==> src/rtl/txe_pkg.sv <==
package txe_pkg;
  localparam int CB_W = 4;
  localparam logic [3:0] IIR_TXE  = 4'h2;
  localparam logic [3:0] IIR_NONE = 4'h1;

  // bit ticks to hold the empty flag: character length minus the last stop bit
  function automatic logic [CB_W-1:0] hold_ticks(input logic [CB_W-1:0] char_bits);
    if (char_bits < CB_W'(2)) return CB_W'(1);
    return char_bits - CB_W'(1);
  endfunction
endpackage

==> src/rtl/txe_status.sv <==
module txe_status
  import txe_pkg::*;
#(
  parameter int CNT_W = 5
) (
  input  logic             clk,
  input  logic             rst_n,
  input  logic [CNT_W-1:0] fifo_cnt,
  input  logic             fifo_en,
  input  logic             bit_tick,
  input  logic [CB_W-1:0]  char_bits,
  output logic             thre,
  output logic             thre_set,
  output logic             fen_chg
);
  logic            fen_q;
  logic            seen2;
  logic            first_q;
  logic [CB_W-1:0] dly_cnt;
  logic [CB_W-1:0] lim;
  logic            empty;
  logic            fast;
  logic            waiting;
  logic            dly_done;

  assign empty    = (fifo_cnt == '0);
  assign fast     = seen2 | first_q;
  assign lim      = hold_ticks(char_bits);
  assign waiting  = empty & ~thre & ~fast;
  assign dly_done = (dly_cnt >= lim);
  assign fen_chg  = (fifo_en != fen_q);
  assign thre_set = empty & ~thre & (fast | dly_done);

  always_ff @(posedge clk or negedge rst_n) begin
    if (!rst_n) begin
      thre    <= 1'b1;
      fen_q   <= 1'b0;
      seen2   <= 1'b0;
      first_q <= 1'b0;
      dly_cnt <= '0;
    end else begin
      fen_q <= fifo_en;
      if (!empty)        thre <= 1'b0;
      else if (thre_set) thre <= 1'b1;

      if (fifo_cnt >= CNT_W'(2)) seen2 <= 1'b1;
      else if (thre_set)         seen2 <= 1'b0;

      if (fen_chg)       first_q <= 1'b1;
      else if (thre_set) first_q <= 1'b0;

      if (!waiting)                    dly_cnt <= '0;
      else if (bit_tick && !dly_done)  dly_cnt <= dly_cnt + CB_W'(1);
    end
  end

  p_nonempty_r2: assert property (@(posedge clk) disable iff (!rst_n)
    (fifo_cnt != '0) |=> !thre);
  p_rise_src_r2: assert property (@(posedge clk) disable iff (!rst_n)
    $rose(thre) |-> $past(empty));
  p_fast_r4: assert property (@(posedge clk) disable iff (!rst_n)
    (empty && !thre && seen2) |=> thre);
  p_hold_r3: assert property (@(posedge clk) disable iff (!rst_n)
    (waiting && dly_cnt < lim) |=> !thre);
endmodule

==> src/rtl/txe_irq.sv <==
module txe_irq
  import txe_pkg::*;
(
  input  logic       clk,
  input  logic       rst_n,
  input  logic       thre,
  input  logic       thre_set,
  input  logic       fen_chg,
  input  logic       thr_wr,
  input  logic       iir_rd,
  input  logic       tx_ie,
  output logic       irq,
  output logic [3:0] iir_id
);
  logic pend;
  logic arm;
  logic clr;

  assign arm    = thre_set | (fen_chg & thre);
  assign clr    = thr_wr | iir_rd;
  assign irq    = pend & tx_ie;
  assign iir_id = irq ? IIR_TXE : IIR_NONE;

  always_ff @(posedge clk or negedge rst_n) begin
    if (!rst_n)   pend <= 1'b0;
    else if (clr) pend <= 1'b0;
    else if (arm) pend <= 1'b1;
  end

  p_clear_r8: assert property (@(posedge clk) disable iff (!rst_n)
    (thr_wr || iir_rd) |=> !pend);
  p_arm_r7: assert property (@(posedge clk) disable iff (!rst_n)
    (thre_set && !thr_wr && !iir_rd) |=> pend);
  p_hold_pend_r9: assert property (@(posedge clk) disable iff (!rst_n)
    (!tx_ie && !thr_wr && !iir_rd && pend) |=> pend);
endmodule

==> src/rtl/tx_empty_irq.sv <==
module tx_empty_irq
  import txe_pkg::*;
#(
  parameter int DEPTH = 16,
  localparam int CNT_W = $clog2(DEPTH + 1)
) (
  input  logic             clk,
  input  logic             rst_n,
  input  logic [CNT_W-1:0] fifo_cnt,
  input  logic             thr_wr,
  input  logic             iir_rd,
  input  logic             tx_ie,
  input  logic             fifo_en,
  input  logic             bit_tick,
  input  logic [CB_W-1:0]  char_bits,
  output logic             thre,
  output logic             irq,
  output logic [3:0]       iir_id
);
  logic thre_set;
  logic fen_chg;

  txe_status #(.CNT_W(CNT_W)) u_status (
    .clk(clk), .rst_n(rst_n), .fifo_cnt(fifo_cnt), .fifo_en(fifo_en),
    .bit_tick(bit_tick), .char_bits(char_bits),
    .thre(thre), .thre_set(thre_set), .fen_chg(fen_chg)
  );

  txe_irq u_irq (
    .clk(clk), .rst_n(rst_n), .thre(thre), .thre_set(thre_set),
    .fen_chg(fen_chg), .thr_wr(thr_wr), .iir_rd(iir_rd), .tx_ie(tx_ie),
    .irq(irq), .iir_id(iir_id)
  );

  p_irq_code_r7: assert property (@(posedge clk) disable iff (!rst_n)
    irq |-> (iir_id == IIR_TXE));
endmodule

==> config.mk <==
export PLATFORM = sky130hd
export DESIGN_NAME = tx_empty_irq
export DESIGN_NICKNAME = d
export VERILOG_FILES = /design/src/rtl/txe_pkg.sv /design/src/rtl/txe_status.sv /design/src/rtl/txe_irq.sv /design/src/rtl/tx_empty_irq.sv
export SDC_FILE = /design/constraint.sdc
export NUM_CORES = 1
export LEC_CHECK = 0
export BUFFER_PORTS_ARGS = -buffer_cell sky130_fd_sc_hd__buf_2
export CAP_MARGIN = 20
export CELL_PAD_IN_SITES_DETAIL_PLACEMENT = 0
export CELL_PAD_IN_SITES_GLOBAL_PLACEMENT = 2
export CORE_MARGIN = 2
export CORE_UTILIZATION = 27
export DETAILED_ROUTE_END_ITERATION = 7
export PLACE_DENSITY = 0.85
export SETUP_SLACK_MARGIN = 0.3
export SYNTH_ARGS = -nofsm -noshare
export SYNTH_HDL_FRONTEND = slang
export SYNTH_SLANG_ARGS = --single-unit
==> constraint.sdc <==
create_clock -name clk -period 2.15 [get_ports clk]
set_input_delay 0.215 -clock clk [delete_from_list [all_inputs] [get_ports clk]]
set_output_delay 0.215 -clock clk [all_outputs]
set_load 0.005 [all_outputs]
==> flow_metrics.py, run 1 <==
metrics = {
    "outcome": {
        "status": "complete, no violations",
    },
    "flow_run": {
        "drv_cap": 0,
    },
    "logic_synthesis": {
        "synthCells": 61,
        "synthFlopType": "dfrtp_1",
        "syn_area_per_cell_um2": 9.969,
        "ys_ff_latch": 9,
        "synth-seq-area-share_pct": 37.24,
        "yosys.area.top_type": "dfrtp_1",
        "synthArstFlopShare_pct": 100.0,
        "synth-edff-count": 0,
        "synth_warnings": 0,
        "synth_largest_type_area_fraction_pct": 32.92,
        "synth.area.top_cells": "dfrtp_1 33%, ha_1 12%, dfstp_2 4.3%, o211ai_2 4.1%, buf_4 3.7%",
        "netlist_area_um2": 608.1,
        "ys_types": 30,
    },
    "cells_and_area": {
        "drive_gt1_share_pct": 46.99,
        "num_antenna_cells": 0,
        "fin_nets": 106,
        "final_cell_area_um2": 807.0,
        "area_delta_synth_final_pct": 32.72,
    },
    "clock_network": {
        "clk_latency_ns": 0.26,
        "post_cts_buffers": 0,
        "cts_sinks": 9,
        "cts_tree": "yes",
        "h-tree-depth": 1,
        "cts_buffers": 3,
        "clk_path_buf_depth": 2,
        "cts-root-buf": "clkbuf_4",
        "path_clk_slew_ns": 0.07,
    },
    "critical_path": {
        "crit_required_ns": 2.29,
        "reg2reg_to": "u_irq.pend",
        "crit_fanout": 3,
        "cp.arrival_ns": 1.91,
        "r2r_slack_ns": 0.40,
        "criticalPathCategory": "in2reg",
        "ff2ff_path_depth": 5,
        "r2r_start": "u_status.dly_cnt[3]",
        "cp-start-kind": "input pin",
        "end_kind": "flip-flop",
    },
    "timing": {
        "finalSetupTns_ns": 0,
        "fmax_mhz": 564.0,
        "drv_slew": 0,
        "setup_slack_ns": 0.3769,
        "fin_crit_ns": 1.773,
        "final_hold_viol_count": 0,
        "layout_worst_path_cycle_share_pct": 82.47,
        "rsz0062_at_grt": "yes",
        "fin_skew_ns": 0.005551,
        "setup_viol": 0,
    },
    "drt": {
        "dr_total_vias": 502,
        "drt_iter0_markers": 2,
        "routed_wl_um": 1191,
        "drtPass1Iterations": 4,
        "drc": 0,
        "routed_via_density": 4.523,
        "drtAntennaViolNets": 0,
        "wl_per_cell_um": 10.73,
    },
    "global_route": {
        "grt-ovfl-total": 0,
        "grt_pass1_vias": 450,
        "grt_antenna_before_repair": 0,
        "grt_max_degree": 10,
        "track_usage_pct": 9.264,
        "grt_pass1_wl_um": 1828,
    },
    "floorplan": {
        "io_pins": 22,
        "die_h_um": 51.46,
        "dieWidth_um": 51.46,
        "row_count": 17,
        "start_util_pct": 28.03,
        "die_area_um2": 2648,
        "core_um2": 2170,
    },
    "worst_hold_path": {
        "holdCritStartpoint": "fifo_en",
        "hold-path-endpoint": "u_status.fen_q",
        "min_path_type": "in2reg",
        "whs_path_depth": 1,
    },
    "place": {
        "gp_congestion": 0.7711,
        "io_buffers": 19,
        "dp_hpwl_um": 941.7,
        "pre_cts_slack_ns": 0.04783,
        "placed_area_um2": 734.5,
    },
    "power": {
        "finalPower_mw": 0.3639,
        "vdd_ir_drop_max_mv": 0.2665,
        "leakage_nw": 0.3671,
        "power.density_nw_per_um2": 451.0,
    },
}
## flip-flops by register name, indices dropped and copies added, names as in the netlist
name	count
u_status.thre	1
u_irq.pend	1
u_status.seen2	1
u_status.dly_cnt	4
u_status.fen_q	1
u_status.first_q	1
## worst max-delay path, cell delays in order
cell and delay, ns:
buf_2 0.11, inv_1 0.05, ha_2 0.16, o21ai_0 0.08
mux2_2 0.26, ha_1 0.23, a2111oi_4 0.30, o21ai_1 0.15
a221oi_2 0.29, nor3_2 0.06
## stage by stage
| step | instances | hold slack [ns] | utilization (%) |
|---|---|---|---|
| floorplan | 62 | -0.08059 | - |
| global placement | 106 | 0.07806 | 33.85 |
| detailed placement | 106 | 0.07963 | 33.85 |
| CTS | 111 | 0.07682 | 35.58 |
| global route | 111 | 0.07453 | 37.20 |
| finish | 111 | 0.08036 | 37.20 |
## synthesized netlist by cell type, types with 2 or more instances
library cell,number
or3_1,2
inv_1,6
nor3_1,2
dfrtp_1,8
a21oi_1,3
o21ai_0,4
o211ai_2,2
nand2b_1,2
nor2_1,4
ha_1,6
buf_4,3
## how the worst max path moves through the flow
stage | startpoint | end | cells after the start | slack, ns
after floorplan | char_bits[0] | u_status.dly_cnt[2] | 8 | 0.30
after global placement | char_bits[0] | u_status.dly_cnt[2] | 9 | 0.08
after detailed placement | char_bits[0] | u_irq.pend | 10 | 0.05
after CTS | char_bits[0] | u_irq.pend | 10 | 0.32
after global routing | char_bits[1] | u_irq.pend | 10 | 0.27
final | char_bits[0] | u_irq.pend | 10 | 0.38
## cell usage in the layout (no fill, tap or decap), drive strengths merged, types with 2 or more instances in the layout
cell type,instances
o21ai,5
a21oi,3
buf,19
conb,2
ha,6
nand2b,2
clkbuf,3
nor3,4
nand2,2
o211ai,2
or3,2
inv,6
nor2,4
dfrtp,8
## area by class of cell
class	instances	area, um2
sequential	9	226.5
clock inverter	1	5.005
tap	28	35.03
fill	246	1363
clock buffer	3	22.52
timing repair buffer	20	105.1
multi-input combinational	44	390.4
inverter	6	22.52
## report_power, final
group / internal [mW] / switching (mW)
Combinational: 0.0306 / 0.0295
Clock: 0.0686 / 0.0612
Sequential: 0.172 / 0.00225
## timing repair
| action | 4_1_cts | 5_1_grt |
|---|---|---|
| endpoints found under the setup margin | 0 | 4 |
| hold buffers | 1 | 0 |
| gates resized for setup | 0 | 7 |
| hold endpoints to repair | 8 | 0 |
## routing by layer
layer	GRT usage (%)	vias up	share of wire, %
met5	0	-	0
met4	3.947	0	0
met3	1.754	0	5.0
met2	15.60	13	53
met1	11.45	233	42
li1	-	256	-
## cell families (layout without fill, tap and decap cells)
kind of cell / after synthesis / count (layout) / synth area share [%]
mux: 2 / 2 / 3.498
xor+xnor: 2 / 2 / 2.881
other cells: 1 / 2 / 0.6167
flops: 9 / 9 / 37.24
simple gates: 18 / 18 / 19.96
fa+ha+maj: 6 / 6 / 12.35
compound gates: 14 / 14 / 16.05
buf+inv: 9 / 30 / 7.407
Power figures use the tool's default switching activity.
==> inputs of run 2 (changes only) <==
clock period = 1.7 ns   (was 2.15 ns; I/O delays follow)
==> run 2 against run 1 <==
Combinational power rose by 98%. Global-route usage rose by 3.2 points. Sequential share of layout area fell by 5.2 points. Core utilization rose by 8.8 points. Flip-flop and latch count did not move. Worst hold slack got worse by 0.044 ns. Die area did not move. Critical path type unchanged. Largest power group unchanged.
==> flow_metrics.py, run 2 (synthesis gave the netlist of run 1 again) <==
metrics = {
    "power": {
        "pwr-share-clk_pct": 33.0,
        "leakage_nw": 0.4320,
        "comb_power_share_pct": 23.5,
        "p_sw_share_pct": 26.01,
        "pwr-share-seq_pct": 43.5,
        "vdd_ir_drop_max_mv": 0.2550,
        "p_switching_mw": 0.1317,
        "power.density_nw_per_um2": 507.9,
        "p_int_mw": 0.3748,
    },
    "drt": {
        "drtPass1Iterations": 2,
        "routed_via_density": 4.567,
        "routed_wl_um": 1403,
        "drc": 0,
        "drtAntennaViolNets": 0,
        "wl_per_cell_um": 11.69,
        "dr_total_vias": 548,
        "drt_iter0_markers": 4,
    },
    "worst_hold_path": {
        "whs_path_depth": 1,
        "hold-path-endpoint": "u_status.fen_q",
        "holdCritStartpoint": "fifo_en",
        "min_path_type": "in2reg",
    },
    "place": {
        "io_buffers": 19,
        "dp_hpwl_um": 1028,
        "pre_cts_slack_ns": -0.2618,
        "gp_congestion": 0.7827,
    },
    "global_route": {
        "grt_antenna_before_repair": 0,
        "grt_pass1_wl_um": 2318,
        "grt-ovfl-total": 0,
        "track_usage_pct": 12.51,
        "grt_max_degree": 10,
        "grt_pass1_vias": 564,
    },
    "critical_path": {
        "r2r_slack_ns": 0.14,
        "cp-start-kind": "input pin",
        "crit_required_ns": 1.88,
        "crit_fanout": 4,
        "ff2ff_path_depth": 5,
        "cp.arrival_ns": 1.75,
        "cp-startpoint": "char_bits[1]",
        "cpMaxStageDelayCell": "or3_1",
        "r2r_start": "u_status.dly_cnt[3]",
        "crit_chain": "buf_12, inv_12, ha_4, or2_4, ha_4, o211ai_2, o211ai_2, or3_1, a21oi_1",
        "end_kind": "flip-flop",
        "reg2reg_to": "u_irq.pend",
        "slowest_delay_ns": 0.31,
        "criticalPathCategory": "in2reg",
    },
    "cells_and_area": {
        "largest-register": "u_status.dly_cnt",
        "nFillCells": 224,
        "fin_nets": 115,
        "drive_gt1_share_pct": 63.04,
        "layout_commonest_cell": "buf_2",
        "area_delta_synth_final_pct": 63.99,
        "num_antenna_cells": 0,
        "fin_util_pct": 45.96,
        "largest_register_ffs": 4,
        "most-common-layout-cells": "17 x buf_2, 8 x buf_4, 7 x dfrtp_1, 5 x ha_4, 4 x nor2_1",
    },
    "timing": {
        "setup_viol": 0,
        "setup_slack_ns": 0.1276,
        "layout_worst_path_cycle_share_pct": 92.49,
        "rsz0062_at_grt": "yes",
        "final_hold_viol_count": 0,
        "fin_crit_ns": 1.572,
        "fin_skew_ns": 0.005547,
        "fmax_mhz": 636.0,
        "drv_slew": 0,
        "finalSetupTns_ns": 0,
    },
    "floorplan": {
        "row_count": 17,
        "die_h_um": 51.46,
        "dieWidth_um": 51.46,
        "start_util_pct": 28.03,
        "core_um2": 2170,
        "io_pins": 22,
        "die_area_um2": 2648,
    },
    "clock_network": {
        "cts-root-buf": "clkbuf_4",
        "path_clk_slew_ns": 0.07,
        "clk_path_buf_depth": 2,
        "clk_latency_ns": 0.26,
        "cts_buffers": 3,
        "h-tree-depth": 1,
        "cts_sinks": 9,
        "cts_tree": "yes",
    },
    "flow_run": {
        "drv_cap": 0,
    },
    "outcome": {
        "status": "complete, no violations",
    },
}
[run 2: cell count changes in the layout (fill, tap and decap cells not counted), sizes merged]
cell,change
clkbuf,+1
clkinv,-1
buf,+9
[run 2: metrics by stage]
step	power [mW]	cell area, um2	instances	hold WS (ns)
floorplan	0.2761	685.7	62	-0.1256
global placement	0.3191	845.8	113	0.04190
detailed placement	0.3209	845.8	113	0.04362
CTS	0.5168	978.4	119	0.02786
global route	0.5468	997.2	120	0.01373
finish	0.5065	997.2	120	0.03589
[run 2: final cells by class]
class                      instances  area (um2)  share of cell area, %
timing repair buffer              29       197.7                  19.82
multi-input combinational         44       470.5                  47.18
sequential                         9       227.7                  22.84
tap                               28       35.03                  3.513
inverter                           6       40.04                  4.015
clock buffer                       4       26.28                  2.635
[run 2: layer usage]
metal / share of wire, % / vias to the layer above / global-route usage [%] / wire [um]
met5: 0 / - / 0 / 0
met2: 55 / 15 / 22.86 / 777
met1: 39 / 257 / 12.70 / 552
li1: - / 274 / - / -
met4: 1.1 / 0 / 5.263 / 15
met3: 4.1 / 2 / 4.386 / 57
[run 2: how the worst max path moves through the flow]
stage,depth (start not counted),slack (ns),endpoint
global placement,10,-0.23,u_irq.pend
floorplan,8,-0.06,u_status.dly_cnt[2]
finish,9,0.13,u_status.dly_cnt[2]
detailed placement,9,-0.26,u_status.dly_cnt[2]
global route,5,0.06,u_irq.pend
CTS,5,0.14,u_irq.pend
[run 2: power groups by stage]
| stage | clock network, mW | registers, mW | logic, mW |
|---|---|---|---|
| final | 0.167 | 0.220 | 0.119 |
| after CTS | 0.178 | 0.220 | 0.119 |
| after global routing | 0.196 | 0.220 | 0.130 |
| after global placement | 0 | 0.224 | 0.0953 |
| after detailed placement | 0 | 0.224 | 0.0971 |
| after floorplan | 0 | 0.224 | 0.0526 |
[run 2: critical path: cells and delay by family]
kind	cells	cell delay, ns
adder cells (fa/ha/maj)	2	0.44
AND/OR/NAND/NOR	2	0.54
buffers and inverters	2	0.13
AO/OA/AOI/OAI	3	0.45
[run 2: timing repair]
action | 4_1_cts | 5_1_grt
setup endpoints to repair | 6 | 6
hold buffers | 1 | 0
resized for setup | 16 | 4
endpoints found under the hold margin | 9 | 0
buffers inserted | 1 | 1
pin swaps | 9 | 1
==> inputs of run 3 (changes only) <==
SYNTH_HIERARCHICAL = 1   (was default)
==> run 3 against run 2 <==
Register-to-register slack worse by 0.04 ns. Flip-flop and latch count stayed put. Critical path depth is 2 higher. Sequential share of layout area is 1.4 points higher. Maximum frequency is 3.7% lower. Highest routed layer is now met3.
==> flow_metrics.py, run 3 <==
metrics = {
    "outcome": {
        "status": "complete, no violations",
    },
    "global_route": {
        "grt_pass1_wl_um": 2180,
        "grt_antenna_before_repair": 0,
        "track_usage_pct": 11.28,
        "grt-ovfl-total": 0,
        "grt_pass1_vias": 536,
        "grt_max_degree": 10,
    },
    "critical_path": {
        "slowest_delay_ns": 0.28,
        "criticalPathCategory": "in2reg",
        "cp-start-kind": "input pin",
        "r2r_start": "u_status/dly_cnt[0]",
        "crit_required_ns": 1.85,
        "end_kind": "flip-flop",
        "path_common_cell": "ha_4",
        "cpMaxStageDelayCell": "mux2_4",
        "crit_chain": "buf_12, inv_12, ha_4, o21ai_2, mux2_4, ha_4, o211ai_1, o211ai_2, buf_4, mux2i_1, nor2_1",
        "crit_fanout": 5,
        "crit_buf_inv": 3,
        "cp.arrival_ns": 1.79,
        "path_delay_family": "multiplexers",
        "cp-startpoint": "char_bits[1]",
    },
    "timing": {
        "rsz0062_at_grt": "yes",
        "drv_slew": 0,
        "fmax_mhz": 612.4,
        "fin_skew_ns": 0.005195,
        "layout_worst_path_cycle_share_pct": 96.05,
        "whs_ns": 0.04098,
        "fin_crit_ns": 1.633,
        "setup_viol": 0,
        "final_hold_viol_count": 0,
    },
    "flow_run": {
        "drv_cap": 0,
    },
    "power": {
        "pwr-share-clk_pct": 33.8,
        "p_int_mw": 0.3651,
        "power.density_nw_per_um2": 523.1,
        "comb_power_share_pct": 21.2,
        "vdd_ir_drop_max_mv": 0.3190,
        "pwr-share-seq_pct": 45.0,
        "p_switching_mw": 0.1231,
        "finalPower_mw": 0.4882,
        "leakage_nw": 0.4050,
        "p_sw_share_pct": 25.21,
    },
    "floorplan": {
        "core_um2": 2170,
        "io_pins": 22,
        "dieWidth_um": 51.31,
        "die_h_um": 51.31,
        "start_util_pct": 27.85,
        "die_area_um2": 2633,
        "row_count": 17,
    },
    "clock_network": {
        "cts-root-buf": "clkbuf_4",
        "h-tree-depth": 1,
        "clk_path_buf_depth": 2,
        "cts_tree": "yes",
        "post_cts_buffers": 0,
        "path_clk_slew_ns": 0.06,
        "cts_sinks": 9,
        "cts_buffers": 3,
        "clk_latency_ns": 0.26,
    },
    "cells_and_area": {
        "largest-register": "u_status/dly_cnt",
        "area_delta_synth_final_pct": 54.45,
        "fin_nets": 112,
        "num_antenna_cells": 0,
        "most-common-layout-cells": "17 x buf_2, 8 x dfrtp_1, 7 x buf_4, 4 x ha_4",
        "layout_commonest_cell": "buf_2",
        "multi_input_area_um2": 426.7,
        "nFillCells": 239,
        "largest_register_ffs": 4,
        "drive_gt1_share_pct": 59.55,
        "regArea_um2": 226.5,
    },
    "worst_hold_path": {
        "holdCritStartpoint": "fifo_en",
        "min_path_type": "in2reg",
    },
    "logic_synthesis": {
        "synthArstFlopShare_pct": 100.0,
        "ys_ff_latch": 9,
        "synth_largest_type_area_fraction_pct": 33.13,
        "synth_warnings": 6,
        "synthFlopType": "dfrtp_1",
        "synth_compound_area_share_pct": 16.98,
        "ys_types": 31,
        "synthCells": 60,
        "synth.area.top_cells": "dfrtp_1 33%, ha_1 12%, dfstp_2 4.3%, buf_4 3.7%, inv_1 3.7%",
        "yosys-top-cells-count": "8 x dfrtp_1, 6 x ha_1, 6 x inv_1",
        "yosys.area.top_type": "dfrtp_1",
        "yosys.area_share.simple_pct": 18.63,
        "synth-seq-area-share_pct": 37.47,
        "synth_adder_area_share_pct": 12.42,
        "synthMuxAreaShare_pct": 3.520,
        "synth_top_family_by_area": "simple AND/OR/NAND/NOR gates",
        "yosys.cell_count.top_type": "dfrtp_1",
        "synthXorXnorAreaFrac_pct": 2.899,
        "syn_area_per_cell_um2": 10.07,
        "synth-edff-count": 0,
        "netlist_area_um2": 604.3,
    },
    "drt": {
        "dr_total_vias": 520,
        "drtPass1Iterations": 2,
        "wl_per_cell_um": 10.83,
        "drt_iter0_markers": 4,
        "drtAntennaViolNets": 0,
        "routed_via_density": 4.444,
        "routed_wl_um": 1267,
        "drc": 0,
    },
    "place": {
        "gp_congestion": 0.7385,
        "io_buffers": 19,
        "dp_hpwl_um": 996.5,
    },
}
==> run 3: cell types whose count changed after synthesis, moves of 2 or more <==
cell / before / now
a21oi_1: 3 / 1
a21oi_2: 0 / 2
o21ai_0: 4 / 2
o21ai_1: 1 / 3
or3_4: 0 / 2
==> run 3: power by group through the flow <==
stage	sequential (mW)	clock, mW	combinational [mW]
after detailed placement	0.223	0	0.0879
after global routing	0.220	0.188	0.114
after global placement	0.223	0	0.0862
final	0.220	0.165	0.104
after CTS	0.220	0.176	0.0976
after floorplan	0.223	0	0.0491
==> run 3: area by class of cell <==
type	count	share of cell area, %
inverters	6	4.290
multi-input cells	43	45.71
clock buffers	4	2.815
flip-flops and latches	9	24.26
well taps	28	3.753
repair buffers	27	19.17
==> run 3: timing repair <==
item,CTS,global route
pin swaps,9,0
resized for setup,10,4
hold endpoints to repair,9,0
endpoints found under the setup margin,6,6
hold buffers,1,0
==> run 3: routing by layer <==
layer  wire length (um)  part of all wire [%]  track usage [%]
met5                  0                     0                0
met1                512                    40            12.20
met3                 88                   6.9            5.263
met4                  0                     0            2.632
met2                666                    53            19.91
==> run 3: path summary, 6_finish.rpt <==
kind                                       end  slack [ns]  cells after the start
max in group asynchronous        u_status/thre        1.16                      2
min reg2reg                      u_status/thre        0.51                      2
max reg2reg                u_status/dly_cnt[2]        0.10                      6
min                             u_status/fen_q        0.04                      1
max                        u_status/dly_cnt[1]        0.07                     11
min in group asynchronous  u_status/dly_cnt[2]        0.29                      2
==> run 3: metrics by stage <==
step           setup TNS, ns  utilization (%)  instances  setup WS [ns]  area (um2)
2_1_floorplan        -0.2552                -         61        -0.1045       674.4
5_1_grt             -0.01835            43.02        117       -0.01184       933.4
6_report                   0            43.02        117        0.06714       933.4
3_5_place_dp          -1.915            38.47        112        -0.4126       834.6
4_1_cts                    0            42.16        117        0.06836       914.6
3_3_place_gp          -1.890            38.47        112        -0.3892       834.6
==> run 3: kinds of logic (layout without fill, tap and decap cells) <==
kind of cell / after synthesis / count (layout)
XOR/XNOR: 2 / 2
other: 1 / 2
adder cells (fa/ha/maj): 6 / 6
AND/OR/NAND/NOR: 17 / 17
buffers and inverters: 9 / 37
AO/OA/AOI/OAI: 14 / 14
multiplexers: 2 / 2
flip-flops: 9 / 9
